## src/rtl/pwtx_pkg.sv

```systemverilog
package pwtx_pkg;

  typedef enum logic [2:0] {
    ST_IDLE,
    ST_GUARD,
    ST_PAUSE,
    ST_MARK,
    ST_TAIL
  } pwtx_state_t;

  typedef enum logic [1:0] {
    DL_HOLD,
    DL_SET,
    DL_ADD
  } dl_op_t;

endpackage

```

## src/rtl/pwtx_timebase.sv

```systemverilog
module pwtx_timebase #(
  parameter int TICK_W = 16
) (
  input  logic              clk,
  input  logic              rst_n,
  output logic [TICK_W-1:0] now_nx
);

  logic [TICK_W-1:0] now_q;

  assign now_nx = now_q + TICK_W'(1);

  always_ff @(posedge clk or negedge rst_n) begin
    if (!rst_n) now_q <= '0;
    else        now_q <= now_nx;
  end

endmodule

```

## src/rtl/pwtx_deadline.sv

```systemverilog
module pwtx_deadline
  import pwtx_pkg::*;
#(
  parameter int TICK_W = 16
) (
  input  logic              clk,
  input  logic              rst_n,
  input  logic [TICK_W-1:0] now_nx,
  input  dl_op_t            op,
  input  logic [TICK_W-1:0] dur,
  output logic              due,
  output logic [TICK_W-1:0] elapsed
);

  logic [TICK_W-1:0] mark_q;

  // the edge whose post-edge time equals the mark is the deadline edge
  assign due     = (now_nx == mark_q);
  assign elapsed = now_nx - mark_q;

  always_ff @(posedge clk or negedge rst_n) begin
    if (!rst_n) begin
      mark_q <= '0;
    end else begin
      unique case (op)
        DL_SET:  mark_q <= now_nx + dur;
        DL_ADD:  mark_q <= mark_q + dur;
        default: mark_q <= mark_q;
      endcase
    end
  end

endmodule

```

## src/rtl/pwtx_shifter.sv

```systemverilog
module pwtx_shifter #(
  parameter int MAX_BITS = 32,
  parameter int LEN_W    = 6
) (
  input  logic                clk,
  input  logic                rst_n,
  input  logic                load,
  input  logic                step,
  input  logic [MAX_BITS-1:0] data_in,
  input  logic [LEN_W-1:0]    len_in,
  output logic                head_bit,
  output logic                on_last,
  output logic                is_empty,
  output logic                in_empty
);

  logic [MAX_BITS-1:0] shreg_q;
  logic [LEN_W-1:0]    rem_q;
  logic [LEN_W-1:0]    len_clip;

  generate
    if (((1 << LEN_W) - 1) > MAX_BITS) begin : g_clip
      assign len_clip = (len_in > LEN_W'(MAX_BITS)) ? LEN_W'(MAX_BITS) : len_in;
    end else begin : g_pass
      assign len_clip = len_in;
    end
  endgenerate

  assign head_bit = shreg_q[0];
  assign on_last  = (rem_q == LEN_W'(1));
  assign is_empty = (rem_q == '0);
  assign in_empty = (len_in == '0);

  always_ff @(posedge clk or negedge rst_n) begin
    if (!rst_n) begin
      shreg_q <= '0;
      rem_q   <= '0;
    end else if (load) begin
      shreg_q <= data_in;
      rem_q   <= len_clip;
    end else if (step) begin
      shreg_q <= shreg_q >> 1;
      rem_q   <= rem_q - LEN_W'(1);
    end
  end

endmodule

```

## src/rtl/pwtx_pause_tx.sv

```systemverilog
module pwtx_pause_tx
  import pwtx_pkg::*;
#(
  parameter int MAX_BITS = 32,
  parameter int LEN_W    = $clog2(MAX_BITS + 1),
  parameter int TICK_W   = 16,
  parameter int PAUSE_T  = 30,
  parameter int ONE_T    = 150,
  parameter int ZERO_T   = 90,
  parameter int GUARD_T  = 330
) (
  input  logic                clk,
  input  logic                rst_n,
  input  logic [MAX_BITS-1:0] frame_data,
  input  logic [LEN_W-1:0]    frame_len,
  input  logic                start,
  input  logic                ks_valid,
  input  logic                ks_bit,
  output logic                ks_ready,
  output logic                carrier_on,
  output logic                done
);

  localparam logic [TICK_W-1:0] D_PAUSE = TICK_W'(PAUSE_T);
  localparam logic [TICK_W-1:0] D_HI1   = TICK_W'(ONE_T - PAUSE_T);
  localparam logic [TICK_W-1:0] D_HI0   = TICK_W'(ZERO_T - PAUSE_T);
  localparam logic [TICK_W-1:0] D_GUARD = TICK_W'(GUARD_T);

  pwtx_state_t       st_q, st_d;
  logic              car_q, car_d;
  logic              done_q, done_d;
  logic              guard_q, guard_d;
  logic              late_q, late_d;
  logic              busy;

  logic [TICK_W-1:0] now_nx;
  logic [TICK_W-1:0] elapsed;
  logic [TICK_W-1:0] dl_dur;
  logic [TICK_W-1:0] mark_len;
  dl_op_t            dl_op;
  logic              due;

  logic              sh_load, sh_step;
  logic              head_bit, on_last, is_empty, in_empty;
  logic              hit_guard, guard_ok, take, tx_bit;

  pwtx_timebase #(.TICK_W(TICK_W)) u_timebase (
    .clk    (clk),
    .rst_n  (rst_n),
    .now_nx (now_nx)
  );

  pwtx_deadline #(.TICK_W(TICK_W)) u_deadline (
    .clk     (clk),
    .rst_n   (rst_n),
    .now_nx  (now_nx),
    .op      (dl_op),
    .dur     (dl_dur),
    .due     (due),
    .elapsed (elapsed)
  );

  pwtx_shifter #(.MAX_BITS(MAX_BITS), .LEN_W(LEN_W)) u_shifter (
    .clk      (clk),
    .rst_n    (rst_n),
    .load     (sh_load),
    .step     (sh_step),
    .data_in  (frame_data),
    .len_in   (frame_len),
    .head_bit (head_bit),
    .on_last  (on_last),
    .is_empty (is_empty),
    .in_empty (in_empty)
  );

  assign busy       = (st_q != ST_IDLE);
  assign hit_guard  = (st_q == ST_IDLE) && (elapsed == D_GUARD);
  assign guard_ok   = guard_q || hit_guard;
  assign ks_ready   = (st_q == ST_PAUSE) && (due || late_q);
  assign take       = ks_ready && ks_valid;
  assign tx_bit     = head_bit ^ ks_bit;
  assign mark_len   = tx_bit ? D_HI1 : D_HI0;
  assign carrier_on = car_q;
  assign done       = done_q;

  always_comb begin
    st_d    = st_q;
    car_d   = car_q;
    done_d  = 1'b0;
    guard_d = guard_q;
    late_d  = late_q;
    dl_op   = DL_HOLD;
    dl_dur  = D_PAUSE;
    sh_load = 1'b0;
    sh_step = 1'b0;

    unique case (st_q)
      ST_IDLE: begin
        guard_d = guard_ok;
        if (start) begin
          sh_load = 1'b1;
          if (guard_ok) begin
            car_d  = 1'b0;
            dl_op  = DL_SET;
            dl_dur = D_PAUSE;
            st_d   = in_empty ? ST_TAIL : ST_PAUSE;
          end else begin
            dl_op  = DL_ADD;
            dl_dur = D_GUARD;
            st_d   = ST_GUARD;
          end
        end
      end

      ST_GUARD: begin
        if (due) begin
          car_d  = 1'b0;
          dl_op  = DL_ADD;
          dl_dur = D_PAUSE;
          st_d   = is_empty ? ST_TAIL : ST_PAUSE;
        end
      end

      ST_PAUSE: begin
        if (take) begin
          car_d  = 1'b1;
          dl_op  = late_q ? DL_SET : DL_ADD;
          dl_dur = mark_len;
          late_d = 1'b0;
          st_d   = ST_MARK;
        end else if (due) begin
          late_d = 1'b1;
        end
      end

      ST_MARK: begin
        if (due) begin
          car_d   = 1'b0;
          dl_op   = DL_ADD;
          dl_dur  = D_PAUSE;
          sh_step = 1'b1;
          st_d    = on_last ? ST_TAIL : ST_PAUSE;
        end
      end

      ST_TAIL: begin
        if (due) begin
          car_d   = 1'b1;
          done_d  = 1'b1;
          guard_d = 1'b0;
          st_d    = ST_IDLE;
        end
      end

      default: st_d = ST_IDLE;
    endcase
  end

  always_ff @(posedge clk or negedge rst_n) begin
    if (!rst_n) begin
      st_q    <= ST_IDLE;
      car_q   <= 1'b1;
      done_q  <= 1'b0;
      guard_q <= 1'b0;
      late_q  <= 1'b0;
    end else begin
      st_q    <= st_d;
      car_q   <= car_d;
      done_q  <= done_d;
      guard_q <= guard_d;
      late_q  <= late_d;
    end
  end

endmodule

```

## config.mk

```make
export PLATFORM = sky130hd
export DESIGN_NAME = pwtx_pause_tx
export DESIGN_NICKNAME = d
export VERILOG_FILES = /design/src/rtl/pwtx_pkg.sv /design/src/rtl/pwtx_timebase.sv /design/src/rtl/pwtx_deadline.sv /design/src/rtl/pwtx_shifter.sv /design/src/rtl/pwtx_pause_tx.sv
export SDC_FILE = /design/constraint.sdc
export NUM_CORES = 1
export LEC_CHECK = 0
export BUFFER_PORTS_ARGS = -buffer_cell sky130_fd_sc_hd__buf_2
export CORE_MARGIN = 2
export CORE_UTILIZATION = 44
export DETAILED_ROUTE_END_ITERATION = 8
export GPL_TIMING_DRIVEN = 0
export HOLD_SLACK_MARGIN = 0.1
export PLACE_DENSITY_LB_ADDON = 0.15
export SYNTH_ARGS = -nofsm -noshare
export SYNTH_HDL_FRONTEND = slang
export SYNTH_SLANG_ARGS = --single-unit
```

## constraint.sdc

```tcl
create_clock -name clk -period 14.6 [get_ports clk]
set_clock_uncertainty 0.15 [all_clocks]
set_input_delay 0.73 -clock clk [delete_from_list [all_inputs] [get_ports clk]]
set_output_delay 0.73 -clock clk [all_outputs]
set_load 0.005 [all_outputs]
```

==> results.sh, run 1 <==
export IMPL_grt_pass1_vias=4531
export IMPL_vias=4597
export IMPL_post_place_ws_ns=6.38
export IMPL_ctsHoldBuffers=0
export IMPL_crit_type="reg -> reg"
export IMPL_num_io_pins=46
export IMPL_use_met2_pct=33.1
export IMPL_p_switching_w=0.0000950
export IMPL_drt_pass1_iterations=5
export IMPL_finalCriticalPeriod_ns=8.39
export IMPL_dieArea_sq_mm=0.0130
export IMPL_fill_cells=1146
export IMPL_postRouteAntennaNets=0
export IMPL_synth_edf_count=0
export IMPL_cp_num_buf_inv=6
export IMPL_hold_viol=0
export IMPL_cp_end_kind="flip-flop"
export IMPL_slew_viol_final=0
export IMPL_numPortBuffers=45
export IMPL_syn_area_per_cell_sq_um=8.78
export IMPL_internal_power_w=0.000369
export IMPL_wl_um=12900
export IMPL_relSlewSlack_pct=56.2
export IMPL_num_antenna_cells=0
export IMPL_combPwrFrac_pct=2.6
export IMPL_ys_seq_area_share_pct=36.2
export IMPL_period_share_pct=57.4
export IMPL_synthesis_nets=676
export IMPL_synth_ff_type="dfrtp_1"
export IMPL_required_ns=14.69
export IMPL_drc=0
export IMPL_synth_area_sq_mm=0.00532
export IMPL_cp_slowest_cell="or4b_4"
export IMPL_tightest_slew_ns=0.653
export IMPL_wl_per_cell_um=15.8
export IMPL_maxCapViolCount=0
export IMPL_startpoint_type="flip-flop"
export IMPL_finalSetupViolCount=0
export IMPL_timing_final_ws_setup_ns=6.21
export IMPL_critPathMaxStageDelay_ns=0.57
export IMPL_rows=40
export IMPL_seqPwrFrac_pct=46.0
export IMPL_cts_htree_levels=3
export IMPL_async_reset_ff_share_pct=100
export IMPL_met1_usage_pct=28.7
export IMPL_cp_data_arrival_time_ns=8.47
export IMPL_ys_types=70
export IMPL_finalSetupTns_ns=0
export IMPL_fmax_mhz=119
export IMPL_antenna_found_initial=0
export IMPL_root_buffer="clkbuf_16"
export IMPL_gp_congestion=0.943
export IMPL_die_x_um=114
export IMPL_syn_inst=606
export IMPL_power_density_mw_per_mm2=76.3
export IMPL_worstPathMaxFanout=10
export IMPL_cts_sinks=77
export IMPL_top_usage_layer="met2"
export IMPL_status="finished, final reports clean"
export IMPL_core_area_sq_mm=0.0119
export IMPL_swShare_pct=20.5
export IMPL_initial_core_util_pct=44.7
export IMPL_nNetsFinal=733
export IMPL_cts_made_buffers=9
export IMPL_cts_tree="built"
export IMPL_hpwl_um=9770
export IMPL_synth_warnings=0
export IMPL_crit_family="compound AO/OA/AOI/OAI gates"
export IMPL_insertion_delay_ns=0.33
export IMPL_hold_path_class="in -> async"
export IMPL_ys_seq_elements=77
export IMPL_grt_use_total_pct=21.0
export IMPL_grt_pass1_wl_um=21900
export IMPL_syn_to_final_growth_pct=14.2
export IMPL_gr_total_overflow=0
export IMPL_clk_transition_reported_paths_ns=0.06
export IMPL_worst_ir_drop_vdd_mv=0.0468
export IMPL_viasPerCell=5.64
export IMPL_rsz0062_at_grt="no"
export IMPL_cts_buffer_depth=2
export IMPL_clkPwrFrac_pct=51.3
export IMPL_post_cts_buffers=0
export IMPL_cts_resized=0
export IMPL_grt_max_degree=57
export IMPL_use_met3_pct=3.13
export IMPL_die_y_um=114
export IMPL_drt_iter0_drc=412
export IMPL_drive_gt1_share_pct=14.5
export IMPL_p_leak_nw=2.45
[path summary, 6_finish.rpt]
path,from,endpoint,slack (ns),cells after the start
hold reg to reg,u_deadline.mark_q[5],u_deadline.mark_q[5],0.34,2
setup / recovery,u_timebase.now_q[0],u_deadline.mark_q[11],6.21,30
hold / removal,rst_n,u_shifter.shreg_q[13],0.14,1
setup reg to reg,u_timebase.now_q[0],u_deadline.mark_q[11],6.21,30
max in group asynchronous,rst_n,carrier_on,13.55,2
min in group clk,u_deadline.mark_q[5],u_deadline.mark_q[5],0.34,2
[cell families after synthesis]
family	synth area share [%]
and+or+nand+nor	20.2
AOI/OAI and AO/OA	18.1
DFF	36.2
buffers and inverters	5.29
muxes	8.51
xor gates and xnor gates	5.20
adders and majority gates	6.49
[flip-flops by register name (all words and copies together), names as in the netlist]
register,flops
late_q,1
u_shifter.rem_q,6
u_deadline.mark_q,16
done,1
u_timebase.now_q,16
carrier_on,1
st_q,3
u_shifter.shreg_q,32
guard_q,1
[synthesized netlist by cell type, drive strengths merged, types with 5 or more instances]
cell type | n | area [sq um]
nand3b | 7 | 52.6
nand3 | 16 | 90.1
nand4 | 13 | 96.3
buf | 11 | 78.8
nand2 | 76 | 285
inv | 36 | 135
o31ai | 5 | 37.5
a21o | 8 | 60.1
xor2 | 13 | 114
nand2b | 5 | 31.3
a21oi | 40 | 204
o21ai | 60 | 304
nor2 | 42 | 158
mux2 | 10 | 113
nor3 | 13 | 76.3
ha | 26 | 325
dfrtp | 76 | 1900
nor2b | 5 | 31.3
xnor2 | 16 | 163
a2111oi | 5 | 43.8
nor4 | 10 | 77.6
clkbuf | 18 | 67.6
mux2i | 34 | 340
[power groups by stage]
| stage | Sequential [W] | Clock (W) | Combinational (W) |
|---|---|---|---|
| after global routing | 0.000213 | 0.000250 | 0.0000139 |
| after global placement | 0.000217 | 0 | 0.0000115 |
| after floorplan | 0.000217 | 0 | 0.000000964 |
| after detailed placement | 0.000217 | 0 | 0.0000126 |
| after CTS | 0.000213 | 0.000242 | 0.0000126 |
| final | 0.000213 | 0.000238 | 0.0000122 |
[placed cells by master, fill, tap and decap left out, types with 7 or more instances in the layout]
cell type   n
mux2_2     10
a21oi_1    39
inv_1      35
clkbuf_1   19
nand4_1    12
xnor2_1    13
a21o_1      8
clkbuf_16   9
nand2_1    76
xor2_1     13
nand3b_1    7
dfrtp_1    76
ha_1       26
mux2i_1    34
buf_2      50
nor2_1     42
o21ai_0    25
nand3_1    14
nor3_1     12
nor4_1      9
o21ai_1    34
[cell type report]
cell class,count,area [sq um],share of cell area [%]
timing repair buffer,46,255,4.20
clock buffer,10,229,3.77
sequential,77,1930,31.7
inverter,36,135,2.22
buffer,29,146,2.41
multi-input combinational,464,3110,51.2
clock inverter,6,87.6,1.44
tap,147,184,3.03
[per-layer routing]
metal  share of wire (%)  up-vias
li1                    -     2292
met1                  47     2145
met5                   0        -
met2                  46      129
met3                 4.5       31
met4                 3.0        0
[through the flow]
stage	hold WS, ns	cells	total power (W)	area, sq um	util, %
finish	0.139	815	0.000464	6080	51.0
global placement	0.319	798	0.000229	5730	48.1
CTS	0.137	815	0.000468	6080	51.0
detailed placement	0.327	799	0.000230	5760	48.4
floorplan	0.284	606	0.000218	5320	-
global route	0.147	815	0.000478	6080	51.0
Power figures use the tool's default switching activity.
==> run 2, diff against run 1 <==
Clock period 14.6 ns to 6.71 ns, I/O delays scaled along.
==> run 2 against run 1 <==
  * Combinational power rose to 3.5 times the previous value
  * Via count increased by 6.7%
  * First-iteration DRC count down 7.0%
  * Hold slack got worse by 0.024 ns
  * Critical endpoint unchanged
  * Global-route usage increased by 1.1 points
  * Sequential power grew 120%
  * Routed wire length increased by 11%
  * Cell count rose by 8.8%
  * Non-clock buffer count increased by 72
  * Die area unchanged
  * Maximum frequency is 29% higher
  * Critical path type unchanged
==> results.sh, run 2 (same netlist as run 1, synthesis figures left out) <==
export IMPL_drive_gt1_share_pct=25.8
export IMPL_finalSetupViolCount=0
export IMPL_fill_cells=1011
export IMPL_initial_core_util_pct=44.7
export IMPL_clk_transition_reported_paths_ns=0.06
export IMPL_cp_num_buf_inv=6
export IMPL_relSlewSlack_pct=55.5
export IMPL_critPathMaxStageDelay_ns=0.57
export IMPL_cts_buffer_depth=2
export IMPL_slew_viol_final=0
export IMPL_largest_register="u_shifter.shreg_q"
export IMPL_grt_pass1_vias=4765
export IMPL_num_io_pins=46
export IMPL_p_leak_nw=2.91
export IMPL_antenna_found_initial=0
export IMPL_ff2ff_path_depth=29
export IMPL_maxCapViolCount=0
export IMPL_final_util_pct=60.1
export IMPL_die_x_um=114
export IMPL_required_ns=6.77
export IMPL_cp_data_arrival_time_ns=6.57
export IMPL_dieArea_sq_mm=0.0130
export IMPL_worstPathMaxFanout=10
export IMPL_hold_viol=0
export IMPL_status="finished, final reports clean"
export IMPL_period_share_pct=97.0
export IMPL_worst_ir_drop_vdd_mv=0.104
export IMPL_post_place_ws_ns=-1.51
export IMPL_vias=4907
export IMPL_timing_final_ws_setup_ns=0.202
export IMPL_largest_reg_flops=32
export IMPL_numPortBuffers=45
export IMPL_whs_path_depth=3
export IMPL_drt_pass1_iterations=5
export IMPL_rows=40
export IMPL_hpwl_um=9770
export IMPL_cp_end_kind="flip-flop"
export IMPL_postRouteAntennaNets=0
export IMPL_final_cell_mix="nand2_1, dfrtp_1, buf_2, buf_4, nor2_1"
export IMPL_num_antenna_cells=0
export IMPL_cp_depth=29
export IMPL_root_buffer="clkbuf_16"
export IMPL_insertion_delay_ns=0.33
export IMPL_wl_um=14300
export IMPL_nNetsFinal=805
export IMPL_path_common_cell="buf_4"
export IMPL_drc=0
export IMPL_gr_total_overflow=0
export IMPL_cts_tree="built"
export IMPL_syn_to_final_growth_pct=34.6
export IMPL_drt_iter0_drc=383
export IMPL_crit_family="simple AND/OR/NAND/NOR gates"
export IMPL_finalCriticalPeriod_ns=6.51
export IMPL_crit_type="reg -> reg"
export IMPL_cts_htree_levels=3
export IMPL_wl_per_cell_um=16.1
export IMPL_gp_congestion=0.943
export IMPL_dp_cells=799
export IMPL_layoutNonFillerInstCount=887
export IMPL_cts_made_buffers=9
export IMPL_reg2reg_setup_slack_ns=0.20
export IMPL_die_y_um=114
export IMPL_final_common_cell="nand2_1"
export IMPL_reg_top3="u_shifter.shreg_q: 32 flops, u_deadline.mark_q: 16 flops, u_timebase.now_q: 16 flops"
export IMPL_grt_pass1_wl_um=23000
export IMPL_cp_slowest_cell="or4b_4"
export IMPL_grt_use_total_pct=22.0
export IMPL_fmax_mhz=154
export IMPL_grt_max_degree=57
export IMPL_finalSetupTns_ns=0
export IMPL_power_density_mw_per_mm2=143
export IMPL_core_area_sq_mm=0.0119
export IMPL_startpoint_type="flip-flop"
export IMPL_hold_path_class="in -> reg"
export IMPL_tightest_slew_ns=0.662
export IMPL_cts_sinks=77
export IMPL_viasPerCell=5.53
## run 2: cell types whose count changed in the layout (fill, tap and decap cells not counted), sizes merged
cell / before / now
dlygate4sd3: 0 / 35
buf: 57 / 94
## run 2: timing repair
action	CTS	global route
hold endpoints to repair	81	0
pin swaps	9	25
gates resized for setup	40	50
buffers inserted	16	23
endpoints found under the setup margin	14	7
hold buffers	35	0
## run 2: cell type report
cell class / instances / area [sq um] / area share, %
Buffer: 27 / 161 / 2.25
Clock buffer: 10 / 229 / 3.20
Clock inverter: 6 / 87.6 / 1.22
Inverter: 36 / 135 / 1.89
Multi-Input combinational cell: 464 / 3520 / 49.1
Sequential cell: 77 / 1940 / 27.0
Tap cell: 147 / 184 / 2.57
Timing Repair Buffer: 120 / 911 / 12.7
## run 2: tightest hold or removal path, stage by stage
cell      delay [ns]
buf_2           0.09
nand3b_1        0.07
o21ai_1         0.07
## run 2: per-stage QoR
step           instance area (sq um)  total power (W)  hold slack [ns]
2_1_floorplan                   5320         0.000475           -0.110
3_3_place_gp                    5730         0.000498            0.319
3_5_place_dp                    5760         0.000500            0.101
4_1_cts                         6720          0.00103            0.103
5_1_grt                         7160          0.00106            0.130
6_report                        7160          0.00102            0.114
## run 2: worst paths after layout
path,startpoint,endpoint
max in group asynchronous,rst_n,carrier_on
max,u_timebase.now_q[6],u_deadline.mark_q[11]
min,frame_len[1],u_shifter.rem_q[1]
max reg2reg,u_timebase.now_q[6],u_deadline.mark_q[11]
min reg2reg,u_deadline.mark_q[5],u_deadline.mark_q[5]
min in group asynchronous,rst_n,u_shifter.shreg_q[13]
## run 2: power breakdown
part	internal (W)	total [W]	switching [W]
sequential	0.000464	0.000464	0
clock	0.000326	0.000516	0.000190
combinational	0.0000251	0.0000427	0.0000176
## run 2: layer usage
metal	global-route usage (%)	vias to the layer above	wire length (um)
li1	-	2431	-
met4	7.07	0	212
met5	0	-	0
met2	37.1	121	7130
met1	29.1	2337	6450
met3	3.51	18	514
==> run 3, diff against run 2 <==
==> constraint.sdc (replaced) <==
create_clock -name clk -period 6.71 [get_ports clk]
set_clock_uncertainty 0.15 [all_clocks]
set_input_delay 0.671 -clock clk [delete_from_list [all_inputs] [get_ports clk]]
set_output_delay 0.671 -clock clk [all_outputs]
set_load 0.005 [all_outputs]
==> run 3 against run 2 <==
  * Design area down 4.8%
  * Die area stayed put
  * Setup slack better by 0.0066 ns
  * Critical path type unchanged
  * Clock power about the same
  * Critical path depth stayed put
  * Critical endpoint unchanged
  * Sequential share of layout area grew 1.3 points
  * Power decreased by 1.3%
  * Flip-flop and latch count unchanged
  * Cell count fell by 3.8%
==> results.sh, run 3 (same netlist as run 1, synthesis figures left out) <==
export IMPL_status="finished, final reports clean"
export IMPL_num_io_pins=46
export IMPL_num_antenna_cells=0
export IMPL_cts_sinks=77
export IMPL_rows=40
export IMPL_period_share_pct=96.9
export IMPL_grt_max_degree=57
export IMPL_slew_viol_final=0
export IMPL_swShare_pct=20.5
export IMPL_initial_core_util_pct=44.7
export IMPL_internal_power_w=0.000802
export IMPL_finalCriticalPeriod_ns=6.50
export IMPL_largest_reg_flops=32
export IMPL_reg_top3="u_shifter.shreg_q: 32 flops, u_deadline.mark_q: 16 flops, u_timebase.now_q: 16 flops"
export IMPL_p_switching_w=0.000207
export IMPL_startpoint="u_timebase.now_q[6]"
export IMPL_tightest_slew_ns=0.686
export IMPL_wl_um=13900
export IMPL_numPortBuffers=45
export IMPL_final_util_pct=57.3
export IMPL_path_common_cell="buf_4"
export IMPL_largest_register="u_shifter.shreg_q"
export IMPL_maxCapViolCount=0
export IMPL_post_place_ws_ns=-1.51
export IMPL_postRouteAntennaNets=0
export IMPL_power_density_mw_per_mm2=148
export IMPL_core_area_sq_mm=0.0119
export IMPL_nNetsFinal=771
export IMPL_worstHoldStart="u_deadline.mark_q[5]"
export IMPL_drc=0
export IMPL_fmax_mhz=154
export IMPL_die_x_um=114
export IMPL_hold_viol=0
export IMPL_clkPwrFrac_pct=51.3
export IMPL_vias=4748
export IMPL_drt_iter0_drc=393
export IMPL_clk_transition_reported_paths_ns=0.06
export IMPL_finalSetupViolCount=0
export IMPL_cts_buffer_depth=2
export IMPL_final_common_cell="nand2_1"
export IMPL_cts_made_buffers=9
export IMPL_root_buffer="clkbuf_16"
export IMPL_wl_per_cell_um=16.3
export IMPL_timing_final_ws_setup_ns=0.209
export IMPL_worst_ir_drop_vdd_mv=0.102
export IMPL_gr_total_overflow=0
export IMPL_antenna_found_initial=0
export IMPL_syn_to_final_growth_pct=28.2
export IMPL_r2r_start="u_timebase.now_q[6]"
export IMPL_cp_data_arrival_time_ns=6.56
export IMPL_final_cell_mix="nand2_1, dfrtp_1, buf_2, buf_4, nor2_1"
export IMPL_crit_type="reg -> reg"
export IMPL_grt_pass1_vias=4633
export IMPL_required_ns=6.77
export IMPL_insertion_delay_ns=0.33
export IMPL_seqPwrFrac_pct=46.0
export IMPL_relSlewSlack_pct=53.9
export IMPL_gp_congestion=0.943
export IMPL_drive_gt1_share_pct=27.1
export IMPL_viasPerCell=5.57
export IMPL_p_leak_nw=2.77
export IMPL_grt_pass1_wl_um=22500
export IMPL_cts_tree="built"
export IMPL_drt_pass1_iterations=5
export IMPL_grt_use_total_pct=21.5
export IMPL_dieArea_sq_mm=0.0130
export IMPL_startpoint_type="flip-flop"
export IMPL_worstPathMaxFanout=10
export IMPL_hpwl_um=9770
export IMPL_cp_end_kind="flip-flop"
export IMPL_hold_path_class="reg -> reg"
export IMPL_combPwrFrac_pct=2.7
export IMPL_cts_htree_levels=3
export IMPL_die_y_um=114
export IMPL_critPathMaxStageDelay_ns=0.57
export IMPL_cp_slowest_cell="or4b_4"
[run 3: cell types whose count changed in the layout (fill, tap and decap cells not counted)]
cell / delta
dlygate4sd3_1: -34
[run 3: per-layer routing]
metal  share of wire [%]  global-route usage (%)
met5                   0                       0
met2                  49                    35.3
met4                 1.5                    7.07
met3                 3.7                    3.72
met1                  45                    29.1
[run 3: power by group through the flow]
stage | Combinational, W | Sequential, W | Clock [W]
5_1_grt | 0.0000308 | 0.000464 | 0.000546
6_report | 0.0000271 | 0.000464 | 0.000518
3_5_place_dp | 0.0000273 | 0.000473 | 0
2_1_floorplan | 0.00000210 | 0.000473 | 0
4_1_cts | 0.0000279 | 0.000464 | 0.000527
3_3_place_gp | 0.0000250 | 0.000473 | 0
[run 3: worst paths after layout]
check / slack [ns] / end / depth (start not counted)
max in group asynchronous: 5.18 / carrier_on / 3
hold / removal: 0.34 / u_deadline.mark_q[5] / 2
setup reg to reg: 0.21 / u_deadline.mark_q[11] / 29
min in group asynchronous: 0.62 / u_shifter.shreg_q[13] / 2
setup / recovery: 0.21 / u_deadline.mark_q[11] / 29
hold reg to reg: 0.34 / u_deadline.mark_q[5] / 2
[run 3: worst max-delay path, delay by kind of cell (launching register included)]
| kind | cells | cell delay (ns) |
|---|---|---|
| mux | 1 | 0.23 |
| flops | 1 | 0.42 |
| compound gates | 9 | 1.82 |
| simple gates | 9 | 1.97 |
| buf+inv | 6 | 0.89 |
| fa+ha+maj | 4 | 0.91 |
[run 3: area by class of cell]
class                           count  area (sq um)
Fill cell                        1069          5090
Clock buffer                       10           229
Sequential cell                    77          1940
Inverter                           36           135
Buffer                             27           161
Clock inverter                      6          87.6
Tap cell                          147           184
Multi-Input combinational cell    464          3520
Timing Repair Buffer               86           571
[run 3: per-stage QoR]
stage               cell area [sq um]  total power (W)  setup TNS, ns  hold slack (ns)  cells
floorplan                        5320         0.000475              0            0.225    606
global placement                 5730         0.000498          -9.45            0.319    798
detailed placement               5760         0.000500         -10.59            0.327    799
CTS                              6380          0.00102              0            0.339    830
global route                     6820          0.00104        -0.0512            0.371    853
finish                           6820          0.00101              0            0.338    853
[run 3: timing repair]
action                                  CTS  global route
pin swaps                                 9            25
hold endpoints to repair                 21             0
hold buffers                              1             0
gates resized for setup                  40            50
setup buffers                            16            23
endpoints found under the setup margin   14             7
